File: config.mk
export PLATFORM = sky130hd
export DESIGN_NAME = vid_line_chain
export DESIGN_NICKNAME = d
export VERILOG_FILES = /design/src/rtl/lcd_pkg.sv /design/src/rtl/lcd_cfg.sv /design/src/rtl/lcd_line_buf.sv /design/src/rtl/vid_line_chain.sv
export SDC_FILE = /design/constraint.sdc
export NUM_CORES = 2
export LEC_CHECK = 0
export BUFFER_PORTS_ARGS = -buffer_cell sky130_fd_sc_hd__buf_2
export CAP_MARGIN = 25
export CELL_PAD_IN_SITES_DETAIL_PLACEMENT = 0
export CELL_PAD_IN_SITES_GLOBAL_PLACEMENT = 1
export CORE_ASPECT_RATIO = 0.6
export CORE_MARGIN = 2
export CORE_UTILIZATION = 32
export CTS_CLUSTER_SIZE = 25
export DETAILED_ROUTE_END_ITERATION = 10
export GPL_TIMING_DRIVEN = 0
export PLACE_DENSITY_LB_ADDON = 0.1
export SLEW_MARGIN = 40
export SYNTH_ARGS = -nofsm -noshare
export SYNTH_HDL_FRONTEND = slang
export SYNTH_SLANG_ARGS = --single-unit
File: constraint.sdc
create_clock -name clk -period 6.32 [get_ports clk]
set_clock_uncertainty 0.2 [all_clocks]
set_input_delay 0.316 -clock clk [delete_from_list [all_inputs] [get_ports clk]]
set_output_delay 0.316 -clock clk [all_outputs]
set_load 0.01 [all_outputs]
File: src/rtl/lcd_pkg.sv
package lcd_pkg;

  // Registered operating mode of the chain.
  typedef struct packed {
    logic recirc;    // buffers feed themselves
    logic par_load;  // all main buffers take the input register
    logic fld_port;  // field buffer fed from the second port
    logic fld_buf;   // field buffer enabled
    logic cascade;   // first buffer shortened by two
  } lcd_mode_t;

  localparam int unsigned LCD_LEN_OFS  = 4;
  localparam int unsigned LCD_CAS_TRIM = 2;

endpackage

File: src/rtl/lcd_cfg.sv
module lcd_cfg
  import lcd_pkg::*;
#(
  parameter int unsigned CFG_W   = 12,
  parameter int unsigned MAX_LEN = 64,
  parameter int unsigned LEN_W   = $clog2(MAX_LEN + 1)
) (
  input  logic             clk,
  input  logic             rst_n,
  input  logic [CFG_W-1:0] len_cfg_i,
  input  lcd_mode_t        mode_i,
  output logic [LEN_W-1:0] len_o,
  output logic [LEN_W-1:0] first_len_o,
  output lcd_mode_t        mode_o,
  output logic             restart_o
);

  localparam int unsigned SUM_W = CFG_W + 1;

  logic [SUM_W-1:0] len_sum;
  logic [LEN_W-1:0] len_n, len_q;
  lcd_mode_t        mode_q;

  // Length decode with clamp to the physical depth.
  always_comb begin
    len_sum = {1'b0, len_cfg_i} + SUM_W'(LCD_LEN_OFS);
    if (len_sum > SUM_W'(MAX_LEN)) len_n = LEN_W'(MAX_LEN);
    else                           len_n = len_sum[LEN_W-1:0];
  end

  // A change of any pointer-wrap point restarts every buffer.
  assign restart_o = (len_n != len_q) || (mode_i.cascade != mode_q.cascade);

  always_ff @(posedge clk or negedge rst_n) begin
    if (!rst_n) begin
      len_q  <= LEN_W'(LCD_LEN_OFS);
      mode_q <= '0;
    end else begin
      len_q  <= len_n;
      mode_q <= mode_i;
    end
  end

  assign len_o       = len_q;
  assign mode_o      = mode_q;
  assign first_len_o = mode_q.cascade ? (len_q - LEN_W'(LCD_CAS_TRIM)) : len_q;

  AST_LEN_RANGE: assert property (@(posedge clk) disable iff (!rst_n)
    (int'(len_q) >= 4) && (int'(len_q) <= int'(MAX_LEN)));
  AST_LEN_TRACK: assert property (@(posedge clk) disable iff (!rst_n)
    ((int'(len_cfg_i) + 4) <= int'(MAX_LEN)) |=> (int'(len_q) == int'($past(len_cfg_i)) + 4));
  AST_LEN_CLAMP: assert property (@(posedge clk) disable iff (!rst_n)
    ((int'(len_cfg_i) + 4) > int'(MAX_LEN)) |=> (int'(len_q) == int'(MAX_LEN)));

endmodule

File: src/rtl/lcd_line_buf.sv
module lcd_line_buf #(
  parameter int unsigned DW    = 8,
  parameter int unsigned DEPTH = 64,
  parameter int unsigned LEN_W = $clog2(DEPTH + 1)
) (
  input  logic             clk,
  input  logic             rst_n,
  input  logic             adv_i,
  input  logic             restart_i,
  input  logic [LEN_W-1:0] len_i,
  input  logic [DW-1:0]    din_i,
  output logic [DW-1:0]    dout_o
);

  localparam int unsigned PTR_W = (DEPTH > 1) ? $clog2(DEPTH) : 1;

  logic [DW-1:0]    mem [DEPTH];
  logic [PTR_W-1:0] ptr_q, ptr_n;
  logic [LEN_W-1:0] last_idx;

  assign last_idx = len_i - LEN_W'(1);

  always_comb begin
    ptr_n = ptr_q;
    if (restart_i)                           ptr_n = '0;
    else if (adv_i && (LEN_W'(ptr_q) == last_idx)) ptr_n = '0;
    else if (adv_i)                          ptr_n = ptr_q + PTR_W'(1);
  end

  always_ff @(posedge clk or negedge rst_n) begin
    if (!rst_n) ptr_q <= '0;
    else        ptr_q <= ptr_n;
  end

  // Storage: read the oldest entry, then overwrite it on advance.
  always_ff @(posedge clk) begin
    if (adv_i) mem[ptr_q] <= din_i;
  end

  assign dout_o = mem[ptr_q];

  AST_PTR_RANGE: assert property (@(posedge clk) disable iff (!rst_n)
    LEN_W'(ptr_q) < len_i);
  AST_PTR_HOLD: assert property (@(posedge clk) disable iff (!rst_n)
    (!adv_i && !restart_i) |=> $stable(ptr_q));
  AST_PTR_RESTART: assert property (@(posedge clk) disable iff (!rst_n)
    restart_i |=> (ptr_q == '0));

endmodule

File: src/rtl/vid_line_chain.sv
module vid_line_chain
  import lcd_pkg::*;
#(
  parameter int unsigned DW      = 8,
  parameter int unsigned NBUF    = 7,
  parameter int unsigned CFG_W   = 12,
  parameter int unsigned MAX_LEN = 64
) (
  input  logic                   clk,
  input  logic                   rst_n,
  input  logic                   shift_hold_i,
  input  logic [CFG_W-1:0]       len_cfg_i,
  input  logic                   recirc_i,
  input  logic                   par_load_i,
  input  logic                   fld_port_en_i,
  input  logic                   fld_buf_en_i,
  input  logic                   cascade_i,
  input  logic [DW-1:0]          din_i,
  input  logic [DW-1:0]          fld_din_i,
  output logic [(NBUF+1)*DW-1:0] taps_o,
  output logic [DW-1:0]          fld_tap_o,
  output logic [DW-1:0]          cas_o
);

  localparam int unsigned LEN_W = $clog2(MAX_LEN + 1);

  lcd_mode_t        mode_in, mode_q;
  logic [LEN_W-1:0] len_q, first_len;
  logic             restart;
  logic             adv;
  logic [DW-1:0]    din_q, fld_q, cas_q;
  logic [DW-1:0]    buf_out [NBUF];
  logic [DW-1:0]    fld_src, fld_out;

  assign mode_in = '{recirc:   recirc_i,
                     par_load: par_load_i,
                     fld_port: fld_port_en_i,
                     fld_buf:  fld_buf_en_i,
                     cascade:  cascade_i};

  lcd_cfg #(.CFG_W(CFG_W), .MAX_LEN(MAX_LEN), .LEN_W(LEN_W)) u_cfg (
    .clk         (clk),
    .rst_n       (rst_n),
    .len_cfg_i   (len_cfg_i),
    .mode_i      (mode_in),
    .len_o       (len_q),
    .first_len_o (first_len),
    .mode_o      (mode_q),
    .restart_o   (restart)
  );

  assign adv = !shift_hold_i;

  // Input and cascade registers, clock-enabled by the shift enable.
  always_ff @(posedge clk or negedge rst_n) begin
    if (!rst_n) begin
      din_q <= '0;
      fld_q <= '0;
      cas_q <= '0;
    end else if (adv) begin
      din_q <= din_i;
      fld_q <= fld_din_i;
      cas_q <= buf_out[NBUF-1];
    end
  end

  assign taps_o[DW-1:0] = din_q;

  for (genvar k = 0; k < NBUF; k++) begin : g_buf
    logic [DW-1:0]    prev;
    logic [DW-1:0]    src;
    logic [LEN_W-1:0] blen;

    if (k == 0) begin : g_head
      assign prev = din_q;
      assign blen = first_len;
    end else begin : g_body
      assign prev = buf_out[k-1];
      assign blen = len_q;
    end

    always_comb begin
      if (mode_q.recirc)        src = buf_out[k];
      else if (mode_q.par_load) src = din_q;
      else                      src = prev;
    end

    lcd_line_buf #(.DW(DW), .DEPTH(MAX_LEN), .LEN_W(LEN_W)) u_lb (
      .clk       (clk),
      .rst_n     (rst_n),
      .adv_i     (adv),
      .restart_i (restart),
      .len_i     (blen),
      .din_i     (src),
      .dout_o    (buf_out[k])
    );

    assign taps_o[(k+1)*DW +: DW] = buf_out[k];
  end

  // Field buffer: own port, parallel source, or chain extension.
  always_comb begin
    if (mode_q.recirc)        fld_src = fld_out;
    else if (mode_q.fld_port) fld_src = fld_q;
    else if (mode_q.par_load) fld_src = din_q;
    else                      fld_src = buf_out[NBUF-1];
  end

  lcd_line_buf #(.DW(DW), .DEPTH(MAX_LEN), .LEN_W(LEN_W)) u_fld (
    .clk       (clk),
    .rst_n     (rst_n),
    .adv_i     (adv && mode_q.fld_buf),
    .restart_i (restart),
    .len_i     (len_q),
    .din_i     (fld_src),
    .dout_o    (fld_out)
  );

  assign fld_tap_o = mode_q.fld_buf ? fld_out : '0;
  assign cas_o     = cas_q;

  AST_CAS_HOLD: assert property (@(posedge clk) disable iff (!rst_n)
    shift_hold_i |=> $stable(cas_o));
  AST_TAP0_HOLD: assert property (@(posedge clk) disable iff (!rst_n)
    shift_hold_i |=> $stable(taps_o[DW-1:0]));
  AST_CAS_FOLLOW: assert property (@(posedge clk) disable iff (!rst_n)
    !shift_hold_i |=> (cas_o == $past(buf_out[NBUF-1])));
  AST_FLD_OFF: assert property (@(posedge clk) disable iff (!rst_n)
    !fld_buf_en_i |=> (fld_tap_o == '0));

endmodule

==> results.cfg <==
[floorplan]
initial_core_util = 0.3216
core_sq_mm = 0.4952
dieWidth_microns = 914.8
rows = 200
die_area_sq_mm = 0.5036
die_h_microns = 550.5
boundaryPins = 116

[cells_and_area]
fillCellCount = 45380
final_nets = 10000
drive_above_1_share = 0.2264
syn2layout_area_growth_pct = 18.03

[worst_setup_path]
setup.worst_path.start = u_fld.ptr_q[1]
critPathLaunchType = flop
cp_slowest_stage_delay_ns = 0.69
slowest_stage = o21ai_0
cp.arrival_ns = 5.90
cp_cell_sequence = buf_2 -> buf_2 -> buf_2 -> clkbuf_2 -> o21ai_0 -> o21ai_0 -> o2111a_1 -> o211ai_1 -> and2_1 -> buf_2
rr_startpoint = g_buf[6].u_lb.ptr_q[2]
crit_fanout = 11
crit_buf_inv = 5
end_kind = primary output
required_ns = 5.80
cp_top_family = buffers and inverters
worstSetupPathType = reg2out
cp_common_cell = buf_2

[detailed_routing]
drt-pass1-iter-count = 6
wl_per_cell_microns = 40.77
vias_per_cell = 5.961
totalWireLength_mm = 688.2
vias = 100600
drtAntennaViolNets = 0
drtIter0Drc = 15300
drc = 0

[power_and_ir_drop]
powerDensity_mw_per_mm2 = 340.7
irDropWorstVdd_v = 0.0002381
p_leak_uw = 0.05746

[yosys]
async_reset_ff_frac = 0.02010
synthDistinctLibCells = 99
ys.flop_type = edfxtp_1
postSynthAreaPerCell_sq_um = 17.34
syn_area_sq_mm = 0.1593
synth_cells = 9187
synth_seq_cells = 4180
ys_seq_area_frac = 0.7855
synth_edf_count = 4096
yosys_warnings = 0
syn-num-nets = 9236

[global_routing]
grt-ovfl-total = 0
antenna_found_initial = 48
first_global_vias = 94160
grt_first_pass_wirelength_mm = 899.4
grtUsageTotal = 0.2641
grt_max_degree = 65

[placed_design]
gp_congestion = 0.8929
dp_slack_ns = -0.1079
post-dp-hpwl_mm = 462.2
portBuffers = 114

[clock_network]
postCtsSetupBuffers = 0
root_buffer = clkbuf_16
tritoncts = yes
clk_latency_ns = 1.05
cts_sinks = 4180
cts.reportedPaths.clkPinSlew_ns = 0.07
clock_path_buffers = 4
cts_made_buffers = 413
ctsHtreeMaxLevel = 5

[sta]
tightest_slew_ns = 0.9944
final-hold-violation-count = 0
slew_headroom = 0.3370
layout_min_cycle_time_ns = 6.411
grt_setup_unrepaired = no
max_freq_mhz = 156.0
fin_crit_sh = 1.014
setup_violations = 4
hold_ws_ns = 0.2296
finalWorstSetupSlack_ns = -0.09149
finalMaxSlewViolations = 0

[status]
violations = setup timing
outcome = complete, but fails checks

[job]
max_cap_violations = 0

[worst_hold_path]
min_path_type = in2async
-- tightest hold or removal path: cells and delay by family --
kind	cells	cell delay, ns
buffers and inverters	4	1.56
-- worst paths after layout --
path,end,slack (ns),cells after the start
worst max-delay path,fld_tap_o[0],-0.09,10
worst min-delay path,din_q[0],0.23,4
worst max register to register,u_fld.mem[14][1],-0.01,17
worst min register to register,cas_o[2],0.31,1
max in group asynchronous,g_buf[6].u_lb.ptr_q[5],4.71,6
min in group clk,u_cfg.mode_o[4],0.28,3
-- cell usage after synthesis, drive strengths merged (123+ instances only) --
master  count  area, sq um
edfxtp   4096       123000
buf       238         1182
a31oi     219         1370
mux2i     137         1371
clkbuf    389         1461
a22oi    1182         8874
a22o      250         2190
a221oi    225         1983
mux2      124         1408
a21oi     123        615.6
nand2     196        735.7
nor2      659         2474
-- stage by stage --
stage               instances  instance area [sq um]    util  power (uW)  TNS [ns]
floorplan                9187                 159300       -       35200         0
global placement        15870                 168100  0.3393       38930  -8748.94
detailed placement      16040                 173800  0.3510       39540   -0.8456
CTS                     16860                 187700  0.3789       64130         0
global route            16870                 187900  0.3795       65480         0
finish                  16880                 188000  0.3796       64040   -0.1255
-- logic make-up (layout without fill, tap and decap cells) --
| kind of cell | Yosys count | in the layout | synth area share |
|---|---|---|---|
| other | 0 | 15 | 0 |
| multiplexers | 332 | 332 | 0.02749 |
| XOR/XNOR | 91 | 91 | 0.005099 |
| AND/OR/NAND/NOR | 1465 | 1465 | 0.04610 |
| AO/OA/AOI/OAI | 2451 | 2451 | 0.1176 |
| adder cells (fa/ha/maj) | 13 | 13 | 0.001021 |
| buffers and inverters | 655 | 1767 | 0.01726 |
| flip-flops | 4180 | 4180 | 0.7855 |
-- per-layer routing --
metal / track usage / wire length [microns] / up-vias
met5: 0.001769 / 201 / -
met1: 0.4125 / 320400 / 54080
met2: 0.3628 / 276900 / 5916
met4: 0.06269 / 18360 / 12
met3: 0.06931 / 72340 / 854
li1: - / - / 39750
-- layout make-up --
type	instances	area (sq um)	share of cell area
buffer	626	3123	0.01661
inverter	28	105.1	0.0005591
antenna	15	37.54	0.0001997
tap	6565	8214	0.04370
clock inverter	240	2151	0.01144
clock buffer	521	11000	0.05851
sequential	4180	125100	0.6655
multi-input combinational	4352	34190	0.1819
timing repair buffer	352	4061	0.02161
-- cell usage in the layout (no fill, tap or decap), types with 31 or more instances in the layout --
master and n:
nor2_2 511, nor3_1 62, nand3_1 82, buf_2 327
a21oi_1 121, nor2_1 141, clkbuf_16 420, buf_16 33
xor2_1 35, dfrtp_1 83, nand2_2 36, clkinv_1 99
nand4_1 49, mux2i_1 136, nor4_2 36, a22o_1 221
bufinv_16 35, clkbuf_2 261, a41oi_1 108, buf_8 37
a22oi_1 1182, o21ai_0 49, o22ai_1 36, a31oi_1 202
mux2_2 110, buf_12 47, nand2_1 158, a221oi_1 223
xnor2_1 51, nand2b_1 40, and4_1 40, nor2b_1 44
mux4_2 71, buf_6 32, clkbuf_1 208, clkinv_2 68
edfxtp_1 4096, dlygate4sd3_1 64, buf_4 31
-- flip-flops by register name, summed over array words and instances, names as in the netlist --
| register | flops |
|---|---|
| g_buf.u_lb.mem | 3584 |
| u_fld.mem | 512 |
| g_buf.u_lb.ptr_q | 42 |
| cas_o | 8 |
| din_q | 8 |
| fld_q | 8 |
| u_cfg.len_o | 7 |
| u_fld.ptr_q | 6 |
| u_cfg.mode_o | 5 |
-- power breakdown --
group / switching [uW] / internal (uW) / total, uW
clock network: 11200 / 13700 / 24900
logic: 5520 / 1690 / 7210
registers: 86.1 / 31800 / 31900
-- timing repair --
item                                    in CTS  in global routing
hold buffers                                64                  1
endpoints found under the hold margin      114                 11
pin swaps                                    0                  0
gates resized for setup                     10                  5
endpoints found under the setup margin      17                 11
Power figures use the tool's default switching activity.
